### src/rtl/btc_pkg.sv
package btc_pkg;

  localparam logic [1:0] CTR_WEAK_TAKEN = 2'b10;

  function automatic logic [1:0] ctr_step(input logic [1:0] c, input logic taken);
    logic [1:0] r;
    if (taken) r = (c == 2'b11) ? c : c + 2'b01;
    else       r = (c == 2'b00) ? c : c - 2'b01;
    return r;
  endfunction

endpackage

### src/rtl/btc_ctrl.sv
module btc_ctrl (
  input  logic       clk,
  input  logic       rst,
  input  logic       cfg_wr,
  input  logic       cfg_en,
  input  logic       cfg_clr_all,
  input  logic       cfg_clr_user,
  output logic       en_o,
  output logic       flush_all_o,
  output logic       flush_user_o,
  output logic [2:0] status_o
);

  logic en_q;

  always_ff @(posedge clk) begin
    if (rst)         en_q <= 1'b0;
    else if (cfg_wr) en_q <= cfg_en;
  end

  assign en_o         = en_q;
  assign flush_all_o  = cfg_wr & cfg_clr_all;
  assign flush_user_o = cfg_wr & cfg_clr_user;
  assign status_o     = {2'b00, en_q};

  AST_EN_FOLLOWS_WRITE: assert property (@(posedge clk) disable iff (rst)
    cfg_wr |=> (en_q == $past(cfg_en)));
  AST_EN_HOLDS: assert property (@(posedge clk) disable iff (rst)
    !cfg_wr |=> $stable(en_q));

endmodule

### src/rtl/btc_store.sv
module btc_store #(
  parameter int ADDR_W  = 32,
  parameter int ENTRIES = 16,
  localparam int IDX_W  = $clog2(ENTRIES),
  localparam int TAG_W  = ADDR_W - IDX_W
) (
  input  logic              clk,
  input  logic              rst,
  input  logic              en,
  input  logic              flush_all,
  input  logic              flush_user,
  input  logic              upd_valid,
  input  logic [ADDR_W-1:0] upd_addr,
  input  logic [ADDR_W-1:0] upd_target,
  input  logic              upd_taken,
  input  logic              upd_super,
  input  logic [IDX_W-1:0]  rd_idx,
  output logic              rd_valid,
  output logic [TAG_W-1:0]  rd_tag,
  output logic [ADDR_W-1:0] rd_tgt,
  output logic [1:0]        rd_ctr
);
  import btc_pkg::*;

  logic [ENTRIES-1:0] valid_q;
  logic [ENTRIES-1:0] super_q;
  logic [TAG_W-1:0]   tag_mem [ENTRIES];
  logic [ADDR_W-1:0]  tgt_mem [ENTRIES];
  logic [1:0]         ctr_mem [ENTRIES];

  logic [IDX_W-1:0] u_idx;
  logic [TAG_W-1:0] u_tag;
  logic             u_hit;
  logic             u_want;
  logic             u_blocked;
  logic             u_wr;
  logic [1:0]       u_ctr;
  logic             u_tgt_wr;

  assign u_idx     = upd_addr[IDX_W-1:0];
  assign u_tag     = upd_addr[ADDR_W-1:IDX_W];
  assign u_hit     = valid_q[u_idx] && (tag_mem[u_idx] == u_tag);
  assign u_want    = en && upd_valid && (u_hit || upd_taken);
  assign u_blocked = flush_all || (flush_user && !upd_super);
  assign u_wr      = u_want && !u_blocked;
  assign u_ctr     = u_hit ? ctr_step(ctr_mem[u_idx], upd_taken) : CTR_WEAK_TAKEN;
  assign u_tgt_wr  = u_wr && (!u_hit || upd_taken);

  // Per-entry valid and mode flags; reset leaves them untouched.
  for (genvar i = 0; i < ENTRIES; i++) begin : g_flag
    always_ff @(posedge clk) begin
      if (u_wr && (u_idx == IDX_W'(i))) begin
        valid_q[i] <= 1'b1;
        super_q[i] <= upd_super;
      end else if (flush_all || (flush_user && !super_q[i])) begin
        valid_q[i] <= 1'b0;
      end
    end
  end

  // Payload arrays: one write port, no reset, RAM-style.
  always_ff @(posedge clk) begin
    if (u_wr) begin
      tag_mem[u_idx] <= u_tag;
      ctr_mem[u_idx] <= u_ctr;
    end
    if (u_tgt_wr) tgt_mem[u_idx] <= upd_target;
  end

  assign rd_valid = valid_q[rd_idx];
  assign rd_tag   = tag_mem[rd_idx];
  assign rd_tgt   = tgt_mem[rd_idx];
  assign rd_ctr   = ctr_mem[rd_idx];

  AST_FLUSH_ALL_EMPTIES: assert property (@(posedge clk) disable iff (rst)
    flush_all |=> (valid_q == '0));
  AST_FLUSH_USER_KILLS: assert property (@(posedge clk) disable iff (rst)
    flush_user |=> ((valid_q & ~super_q) == '0));
  AST_FLUSH_USER_SPARES: assert property (@(posedge clk) disable iff (rst)
    (flush_user && !flush_all) |=> ((valid_q & super_q & $past(valid_q & super_q))
                                    == $past(valid_q & super_q)));
  AST_OFF_NO_CHANGE: assert property (@(posedge clk) disable iff (rst)
    (!en && !flush_all && !flush_user) |=> $stable(valid_q));

endmodule

### src/rtl/btc_lookup.sv
module btc_lookup #(
  parameter int ADDR_W  = 32,
  parameter int ENTRIES = 16,
  localparam int IDX_W  = $clog2(ENTRIES),
  localparam int TAG_W  = ADDR_W - IDX_W
) (
  input  logic              clk,
  input  logic              rst,
  input  logic              en,
  input  logic              flushing,
  input  logic              lk_valid,
  input  logic [ADDR_W-1:0] lk_addr,
  output logic [IDX_W-1:0]  rd_idx,
  input  logic              rd_valid,
  input  logic [TAG_W-1:0]  rd_tag,
  input  logic [ADDR_W-1:0] rd_tgt,
  input  logic [1:0]        rd_ctr,
  output logic              hit_o,
  output logic              taken_o,
  output logic [ADDR_W-1:0] target_o
);

  logic match;

  assign rd_idx = lk_addr[IDX_W-1:0];
  assign match  = en && lk_valid && !flushing && rd_valid &&
                  (rd_tag == lk_addr[ADDR_W-1:IDX_W]);

  always_ff @(posedge clk) begin
    if (rst) begin
      hit_o    <= 1'b0;
      taken_o  <= 1'b0;
      target_o <= '0;
    end else begin
      hit_o    <= match;
      taken_o  <= match && rd_ctr[1];
      target_o <= match ? rd_tgt : '0;
    end
  end

  AST_TAKEN_NEEDS_HIT: assert property (@(posedge clk) disable iff (rst)
    taken_o |-> hit_o);
  AST_MISS_ZERO_TARGET: assert property (@(posedge clk) disable iff (rst)
    !hit_o |-> (target_o == '0));
  AST_FLUSH_LOOKUP_MISS: assert property (@(posedge clk) disable iff (rst)
    flushing |=> !hit_o);
  AST_OFF_NO_HIT: assert property (@(posedge clk) disable iff (rst)
    !en |=> !hit_o);

endmodule

### src/rtl/branch_target_cache.sv
module branch_target_cache #(
  parameter int ADDR_W  = 32,
  parameter int ENTRIES = 16,
  localparam int IDX_W  = $clog2(ENTRIES),
  localparam int TAG_W  = ADDR_W - IDX_W
) (
  input  logic              clk,
  input  logic              rst,
  input  logic              cfg_wr,
  input  logic              cfg_en,
  input  logic              cfg_clr_all,
  input  logic              cfg_clr_user,
  output logic [2:0]        cfg_status,
  input  logic              lk_valid,
  input  logic [ADDR_W-1:0] lk_addr,
  output logic              lk_hit,
  output logic              lk_taken,
  output logic [ADDR_W-1:0] lk_target,
  input  logic              upd_valid,
  input  logic [ADDR_W-1:0] upd_addr,
  input  logic [ADDR_W-1:0] upd_target,
  input  logic              upd_taken,
  input  logic              upd_super
);

  logic              en;
  logic              flush_all;
  logic              flush_user;
  logic [IDX_W-1:0]  rd_idx;
  logic              rd_valid;
  logic [TAG_W-1:0]  rd_tag;
  logic [ADDR_W-1:0] rd_tgt;
  logic [1:0]        rd_ctr;

  btc_ctrl u_ctrl (
    .clk          (clk),
    .rst          (rst),
    .cfg_wr       (cfg_wr),
    .cfg_en       (cfg_en),
    .cfg_clr_all  (cfg_clr_all),
    .cfg_clr_user (cfg_clr_user),
    .en_o         (en),
    .flush_all_o  (flush_all),
    .flush_user_o (flush_user),
    .status_o     (cfg_status)
  );

  btc_store #(.ADDR_W(ADDR_W), .ENTRIES(ENTRIES)) u_store (
    .clk        (clk),
    .rst        (rst),
    .en         (en),
    .flush_all  (flush_all),
    .flush_user (flush_user),
    .upd_valid  (upd_valid),
    .upd_addr   (upd_addr),
    .upd_target (upd_target),
    .upd_taken  (upd_taken),
    .upd_super  (upd_super),
    .rd_idx     (rd_idx),
    .rd_valid   (rd_valid),
    .rd_tag     (rd_tag),
    .rd_tgt     (rd_tgt),
    .rd_ctr     (rd_ctr)
  );

  btc_lookup #(.ADDR_W(ADDR_W), .ENTRIES(ENTRIES)) u_lookup (
    .clk      (clk),
    .rst      (rst),
    .en       (en),
    .flushing (flush_all | flush_user),
    .lk_valid (lk_valid),
    .lk_addr  (lk_addr),
    .rd_idx   (rd_idx),
    .rd_valid (rd_valid),
    .rd_tag   (rd_tag),
    .rd_tgt   (rd_tgt),
    .rd_ctr   (rd_ctr),
    .hit_o    (lk_hit),
    .taken_o  (lk_taken),
    .target_o (lk_target)
  );

  AST_STATUS_CMDS_ZERO: assert property (@(posedge clk) disable iff (rst)
    cfg_wr |=> (cfg_status[2:1] == 2'b00));

endmodule

### config.mk
export PLATFORM = sky130hd
export DESIGN_NAME = branch_target_cache
export DESIGN_NICKNAME = d
export VERILOG_FILES = /design/src/rtl/btc_pkg.sv /design/src/rtl/btc_ctrl.sv /design/src/rtl/btc_store.sv /design/src/rtl/btc_lookup.sv /design/src/rtl/branch_target_cache.sv
export SDC_FILE = /design/constraint.sdc
export NUM_CORES = 1
export LEC_CHECK = 0
export BUFFER_PORTS_ARGS = -buffer_cell sky130_fd_sc_hd__buf_4
export CAP_MARGIN = 20
export CORE_MARGIN = 1
export CORE_UTILIZATION = 46
export DETAILED_ROUTE_END_ITERATION = 10
export SLEW_MARGIN = 10
export SYNTH_ARGS = -nofsm -noshare
export SYNTH_HDL_FRONTEND = slang
export SYNTH_SLANG_ARGS = --single-unit
### constraint.sdc
create_clock -name clk -period 7.3 [get_ports clk]
set_input_delay 0.73 -clock clk [delete_from_list [all_inputs] [get_ports clk]]
set_output_delay 0.73 -clock clk [all_outputs]
set_load 0.02 [all_outputs]
==> results.json, run 1 <==
{
  "postCtsHoldBufs": 0,
  "grt.total_usage_pct": 24.0,
  "path_class": "in2reg",
  "path_cells": "buf_4 -> buf_12 -> mux4_2 -> o21ai_0 -> o22ai_1 -> xnor2_1 -> nand4b_1 -> or4_1 -> nor4_2 -> o21ai_4 -> nor3_2 -> buf_12",
  "status": "finished, final reports clean",
  "die_area_um2": 98400,
  "syn_area_um2": 44700,
  "finalWirelength_mm": 116,
  "synth_ff_type": "edfxtp_1",
  "cts_buffer_depth": 3,
  "port_buffers": 140,
  "synth_cell_type_count": 68,
  "layout-drive-gt1-share_pct": 35.6,
  "crit_path_frequent_cell": "buf_12",
  "vias": 22700,
  "cp_slowest_cell": "buf_4",
  "min_path_type": "in2reg",
  "worst_path_largest_cell_delay_ns": 0.61,
  "timing_hold_violations_final": 0,
  "cp_data_required_time_ns": 7.65,
  "synth-seq-cells": 1059,
  "final_common_cell": "edfxtp_1",
  "use_met1_pct": 32.3,
  "startpoint_type": "input port",
  "p_per_area_nw_per_um2": 255,
  "n_fill_cell": 7427,
  "fin_crit_ns": 5.21,
  "areaGrowthSynthToFinish_pct": 14.4,
  "initial_utilization_pct": 46.7,
  "h-tree-depth": 3,
  "die_w_um": 314,
  "nets": 2378,
  "maxCapViolCount": 0,
  "insertion_delay_ns": 0.71,
  "synth-seq-area-share_pct": 70.1,
  "antenna_found_initial": 6,
  "cp.arrival_ns": 5.56,
  "num_rows": 113,
  "syn_area_per_cell_um2": 21.5,
  "dp.final_hpwl_mm": 67.9,
  "rsz0062_at_grt": "no",
  "slew_headroom_pct": 24.6,
  "placed_area_um2": 47400,
  "use_met2_pct": 39.7,
  "grt.overflow.total": 0,
  "worst_slew_pin_slew_ns": 1.12,
  "synth_edf_count": 1008,
  "utilization_pct": 53.4,
  "drc_errors": 0,
  "finalSetupViolations": 0,
  "post_drt_wl_per_cell_um": 32.1,
  "yosysWarningCount": 0,
  "finalSetupTns_ns": 0,
  "tritoncts": "yes",
  "p_leak_nw": 16.3,
  "place_congestion": 0.860,
  "cts.clk_slew.worst_paths_ns": 0.06,
  "first_pass_iters": 5,
  "cts_made_buffers": 109,
  "cp_max_fo": 40,
  "cts_resized": 0,
  "fin_worst_skew_ns": 0.0404,
  "grt_max_degree": 67,
  "synthArstFlopShare_pct": 0,
  "netlist_instances": 2080,
  "fmax_ghz": 0.192,
  "coreArea_um2": 95600,
  "post-cts-setup-buffers": 0,
  "postRouteAntennaNets": 0,
  "grt_pass1_vias": 24000,
  "drt-vias-per-instance": 6.26,
  "postLayoutCellArea_um2": 51100,
  "final.setup.worst_slack_ns": 2.09,
  "path_buf_inv": 3,
  "pre_cts_ws_ns": 1.38,
  "drtIter0Drc": 2512,
  "clock_sinks": 1059,
  "cts-root-buf": "clkbuf_16",
  "critPathCaptureType": "flip-flop",
  "finalCritPeriodShare_pct": 71.3,
  "grt_pass1_wl_mm": 169,
  "critPathTopFamily": "simple AND/OR/NAND/NOR gates",
  "io_pins": 143,
  "met3_usage_pct": 4.19,
  "max-vdd-ir-drop_mv": 0.221,
  "dieHeight_um": 314,
  "maxSlewViolCount": 0,
  "layout_common_cells": "edfxtp_1 (1008), mux4_2 (410), buf_4 (201)",
  "grt-busiest-layer": "met2"
}
==> Yosys cell counts (15+ instances only) <==
cell type	instances	area [um2]
nor3_1	19	95.1
edfxtp_1	1008	30300
inv_1	16	60.1
mux2i_1	82	821
mux4_2	410	9230
a21oi_1	15	75.1
nand2_1	38	143
clkbuf_1	51	191
xor2_1	19	166
nor2_1	33	124
o211ai_1	19	143
dfxtp_1	51	1020
buf_1	19	71.3
xnor2_1	36	315
buf_2	33	165
nor2b_1	41	257
==> per-layer routing <==
metal	part of all wire [%]	up-vias
met5	0.034	-
met4	3.1	6
met3	6.1	208
met2	50	919
met1	40	12300
li1	-	9292
==> final cells by class <==
type | count | area [um2] | area share, %
multi-input combinational | 871 | 12800 | 25.0
inverter | 19 | 71.3 | 0.140
clock inverter | 56 | 654 | 1.28
tap | 1265 | 1580 | 3.10
clock buffer | 148 | 2990 | 5.84
antenna | 2 | 5.00 | 0.00980
sequential | 1059 | 31300 | 61.3
timing repair buffer | 212 | 1700 | 3.33
==> power breakdown <==
part | internal (W) | switching [W] | total, W
logic | 0.000338 | 0.000436 | 0.000774
registers | 0.00665 | 0.00000309 | 0.00665
clock network | 0.00326 | 0.00234 | 0.00561
total | 0.0103 | 0.00278 | 0.0130
==> cells by family (layout without fill, tap and decap cells) <==
group | after synthesis | after routing | share of synthesized area (%)
buf+inv | 151 | 435 | 1.78
compound gates | 139 | 139 | 2.36
xor+xnor | 55 | 55 | 1.08
other cells | 1 | 4 | 0.00840
mux | 499 | 499 | 22.7
flops | 1059 | 1059 | 70.1
fa+ha+maj | 1 | 1 | 0.0224
simple gates | 175 | 175 | 2.01
==> path summary, 6_finish.rpt <==
check	slack, ns	start	to	depth (start not counted)
max	2.09	upd_addr[0]	u_store.tag_mem[0][23]$_DFFE_PP_	12
min	0.19	rst	u_ctrl.en_o$_SDFFE_PP0P_	2
max reg2reg	2.76	u_store.tag_mem[0][19]$_DFFE_PP_	u_store.tag_mem[0][23]$_DFFE_PP_	9
min reg2reg	0.52	u_store.valid_q[4]$_SDFFE_PP1P_	u_store.valid_q[4]$_SDFFE_PP1P_	2
==> stage by stage <==
step / cells / power [W] / hold slack, ns
after detailed placement: 3426 / 0.00756 / 0.508
after global routing: 3632 / 0.0134 / 0.180
final: 3632 / 0.0130 / 0.186
after floorplan: 2081 / 0.00727 / 0.475
after CTS: 3630 / 0.0131 / 0.148
after global placement: 3426 / 0.00755 / 0.504
==> state kept, by name, summed over array words and instances, names as in the netlist <==
name and flops:
u_store.valid_q 16, u_ctrl.en_o 1, u_store.super_q 16, u_lookup.hit_o 1, u_store.tgt_mem 512, u_lookup.target_o 32, u_store.tag_mem 448, u_lookup.taken_o 1
u_store.ctr_mem 32
No activity file was read; power rests on OpenSTA's default activity.
==> run 2: changes to the inputs <==
==> constraint.sdc (replaced) <==
create_clock -name clk -period 5.2 [get_ports clk]
set_input_delay 0.52 -clock clk [delete_from_list [all_inputs] [get_ports clk]]
set_output_delay 0.52 -clock clk [all_outputs]
set_load 0.02 [all_outputs]
==> run 2 against run 1 <==
Non-clock buffer count increased by 37; flip-flop and latch count unchanged; power increased by 38%; worst hold slack got worse by 0.093 ns; die area unchanged; first-iteration DRC count increased by 6.5%; clock power increased by 34%; clock-buffer cell count increased by 5; register-to-register slack got worse by 1.9 ns; sequential share of layout area decreased by 0.29 points; critical endpoint is now u_store.tag_mem[9][14]$_DFFE_PP_; largest cell class unchanged; highest routed layer unchanged.
==> results.json, run 2 (synthesis results as in run 1) <==
{
  "status": "finished, final reports clean",
  "post_drt_wl_per_cell_um": 32.2,
  "path_buf_inv": 4,
  "cp_slowest_cell": "nor2b_1",
  "maxCapViolCount": 0,
  "finalWirelength_mm": 118,
  "min_path_type": "in2reg",
  "grt_pass1_wl_mm": 172,
  "drc_errors": 0,
  "antenna_found_initial": 3,
  "fin_crit_ns": 4.56,
  "finalCritPeriodShare_pct": 87.6,
  "internal_power_w": 0.0141,
  "worst_path_largest_cell_delay_ns": 0.74,
  "post-cts-setup-buffers": 0,
  "path_cells": "buf_4 -> buf_4 -> nor2b_1 -> a22oi_1 -> a21o_1 -> a21oi_1 -> nand4_1 -> a221o_1 -> nor4_2 -> o21ai_4 -> buf_4 -> nor3_2 -> buf_4",
  "layout-drive-gt1-share_pct": 36.2,
  "n_fill_cell": 7375,
  "fmax_ghz": 0.220,
  "top_regs": "u_store.tgt_mem x512, u_store.tag_mem x448",
  "vias": 23200,
  "slew_headroom_pct": 33.5,
  "power_frac_comb_pct": 6.2,
  "cts_made_buffers": 108,
  "final_common_cell": "edfxtp_1",
  "crit_path_frequent_cell": "buf_4",
  "nets": 2414,
  "cp_max_fo": 28,
  "drt-vias-per-instance": 6.32,
  "critPathTopFamily": "simple AND/OR/NAND/NOR gates",
  "path_class": "in2reg",
  "num_rows": 113,
  "maxSlewViolCount": 0,
  "dieHeight_um": 314,
  "postRouteAntennaNets": 0,
  "port_buffers": 140,
  "critPathCaptureType": "flip-flop",
  "cts.clk_slew.worst_paths_ns": 0.06,
  "worst_slew_pin_slew_ns": 0.997,
  "fin_worst_skew_ns": 0.0360,
  "cts-root-buf": "clkbuf_16",
  "h-tree-depth": 3,
  "dp.final_hpwl_mm": 72.0,
  "die_area_um2": 98400,
  "reg2reg_from": "u_store.tag_mem[7][19]$_DFFE_PP_",
  "p_leak_nw": 16.5,
  "p_sw_w": 0.00389,
  "max-vdd-ir-drop_mv": 0.270,
  "coreArea_um2": 95600,
  "io_pins": 143,
  "timing_hold_violations_final": 0,
  "largest-register": "u_store.tgt_mem",
  "drtIter0Drc": 2676,
  "antenna_cells": 0,
  "rsz0062_at_grt": "no",
  "p_per_area_nw_per_um2": 350,
  "finalSetupViolations": 0,
  "initial_utilization_pct": 46.7,
  "startpoint_type": "input port",
  "clock_sinks": 1059,
  "hold_start": "cfg_en",
  "grt.overflow.total": 0,
  "die_w_um": 314,
  "seqPwrFrac_pct": 51.9,
  "insertion_delay_ns": 0.71,
  "place_congestion": 0.906,
  "areaGrowthSynthToFinish_pct": 14.9,
  "cts_buffer_depth": 3,
  "place_inst": 3462,
  "first_pass_iters": 5,
  "p_clk_share_pct": 41.9,
  "tritoncts": "yes",
  "crit_start": "upd_addr[0]",
  "cp.arrival_ns": 4.88,
  "largest_reg_flops": 512,
  "hold_slack_ns": 0.0924,
  "swShare_pct": 21.6,
  "grt_max_degree": 64,
  "layout_common_cells": "edfxtp_1 (1008), mux4_2 (410), buf_4 (225)",
  "fin_cells": 3666,
  "grt_pass1_vias": 24100,
  "grt.total_usage_pct": 24.3,
  "cp_data_required_time_ns": 5.52
}
==> run 2: cell types whose count changed in the layout (fill, tap and decap cells not counted), moves of 2 or more <==
cell,before,now
nor3_2,16,13
clkbuf_1,29,33
clkinv_4,0,2
clkinvlp_4,5,2
nor3_4,0,3
diode_2,2,0
bufinv_16,11,5
buf_12,7,19
clkinv_1,15,20
buf_4,201,225
clkinv_16,3,1
clkinv_2,19,15
==> run 2: per-layer routing <==
metal / part of all wire, % / track usage [%] / vias up
met4: 2.5 / 6.95 / 6
met5: 0.035 / 0 / -
li1: - / - / 9355
met1: 41 / 34.2 / 12500
met2: 49 / 39.6 / 1082
met3: 7.2 / 3.98 / 205
==> run 2: repair_timing <==
item | in CTS | in global routing
gates resized for setup | 0 | 0
endpoints found under the hold margin | 1 | 0
hold buffers | 1 | 0
==> run 2: worst paths after layout <==
check | endpoint | slack (ns) | cells past startpoint
setup / recovery | u_store.tag_mem[9][14]$_DFFE_PP_ | 0.64 | 13
setup reg to reg | u_store.tag_mem[9][14]$_DFFE_PP_ | 0.83 | 10
hold reg to reg | u_store.valid_q[8]$_SDFFE_PP1P_ | 0.50 | 2
hold / removal | u_ctrl.en_o$_SDFFE_PP0P_ | 0.09 | 3
==> run 2: per-stage QoR <==
stage	area (um2)	util, %	TNS (ns)	total power, W	worst slack (ns)
2_1_floorplan	44700	-	-151.73	0.0102	-0.383
5_1_grt	51300	53.7	0	0.0185	0.567
3_3_place_gp	47900	50.1	0	0.0106	0.154
3_5_place_dp	47900	50.1	0	0.0106	0.0769
4_1_cts	51300	53.7	0	0.0181	0.789
6_report	51300	53.7	0	0.0180	0.645
==> run 2: worst register-to-register path, stage by stage, from the launching register on <==
cell      delay, ns
edfxtp_1       0.45
mux4_2         0.47
mux4_2         0.49
xnor2_1        0.33
nand4b_1       0.18
or4_1          0.61
nor4_2         0.47
o21ai_4        0.17
buf_4          0.22
nor3_2         0.14
buf_4          0.47
==> run 2: cell type report <==
class / count / area [um2] / area share, %
clock inverter: 50 / 437 / 0.851
tap: 1265 / 1580 / 3.08
sequential: 1059 / 31300 / 61.0
multi-input combinational: 871 / 12800 / 25.0
inverter: 19 / 71.3 / 0.139
timing repair buffer: 249 / 2130 / 4.15
clock buffer: 153 / 3000 / 5.85
==> run 2: power groups by stage <==
stage	clock network, W	registers (W)	logic (W)
floorplan	0	0.00952	0.000680
global placement	0	0.00952	0.00110
detailed placement	0	0.00952	0.00111
CTS	0.00767	0.00934	0.00112
global route	0.00795	0.00933	0.00117
finish	0.00754	0.00934	0.00111
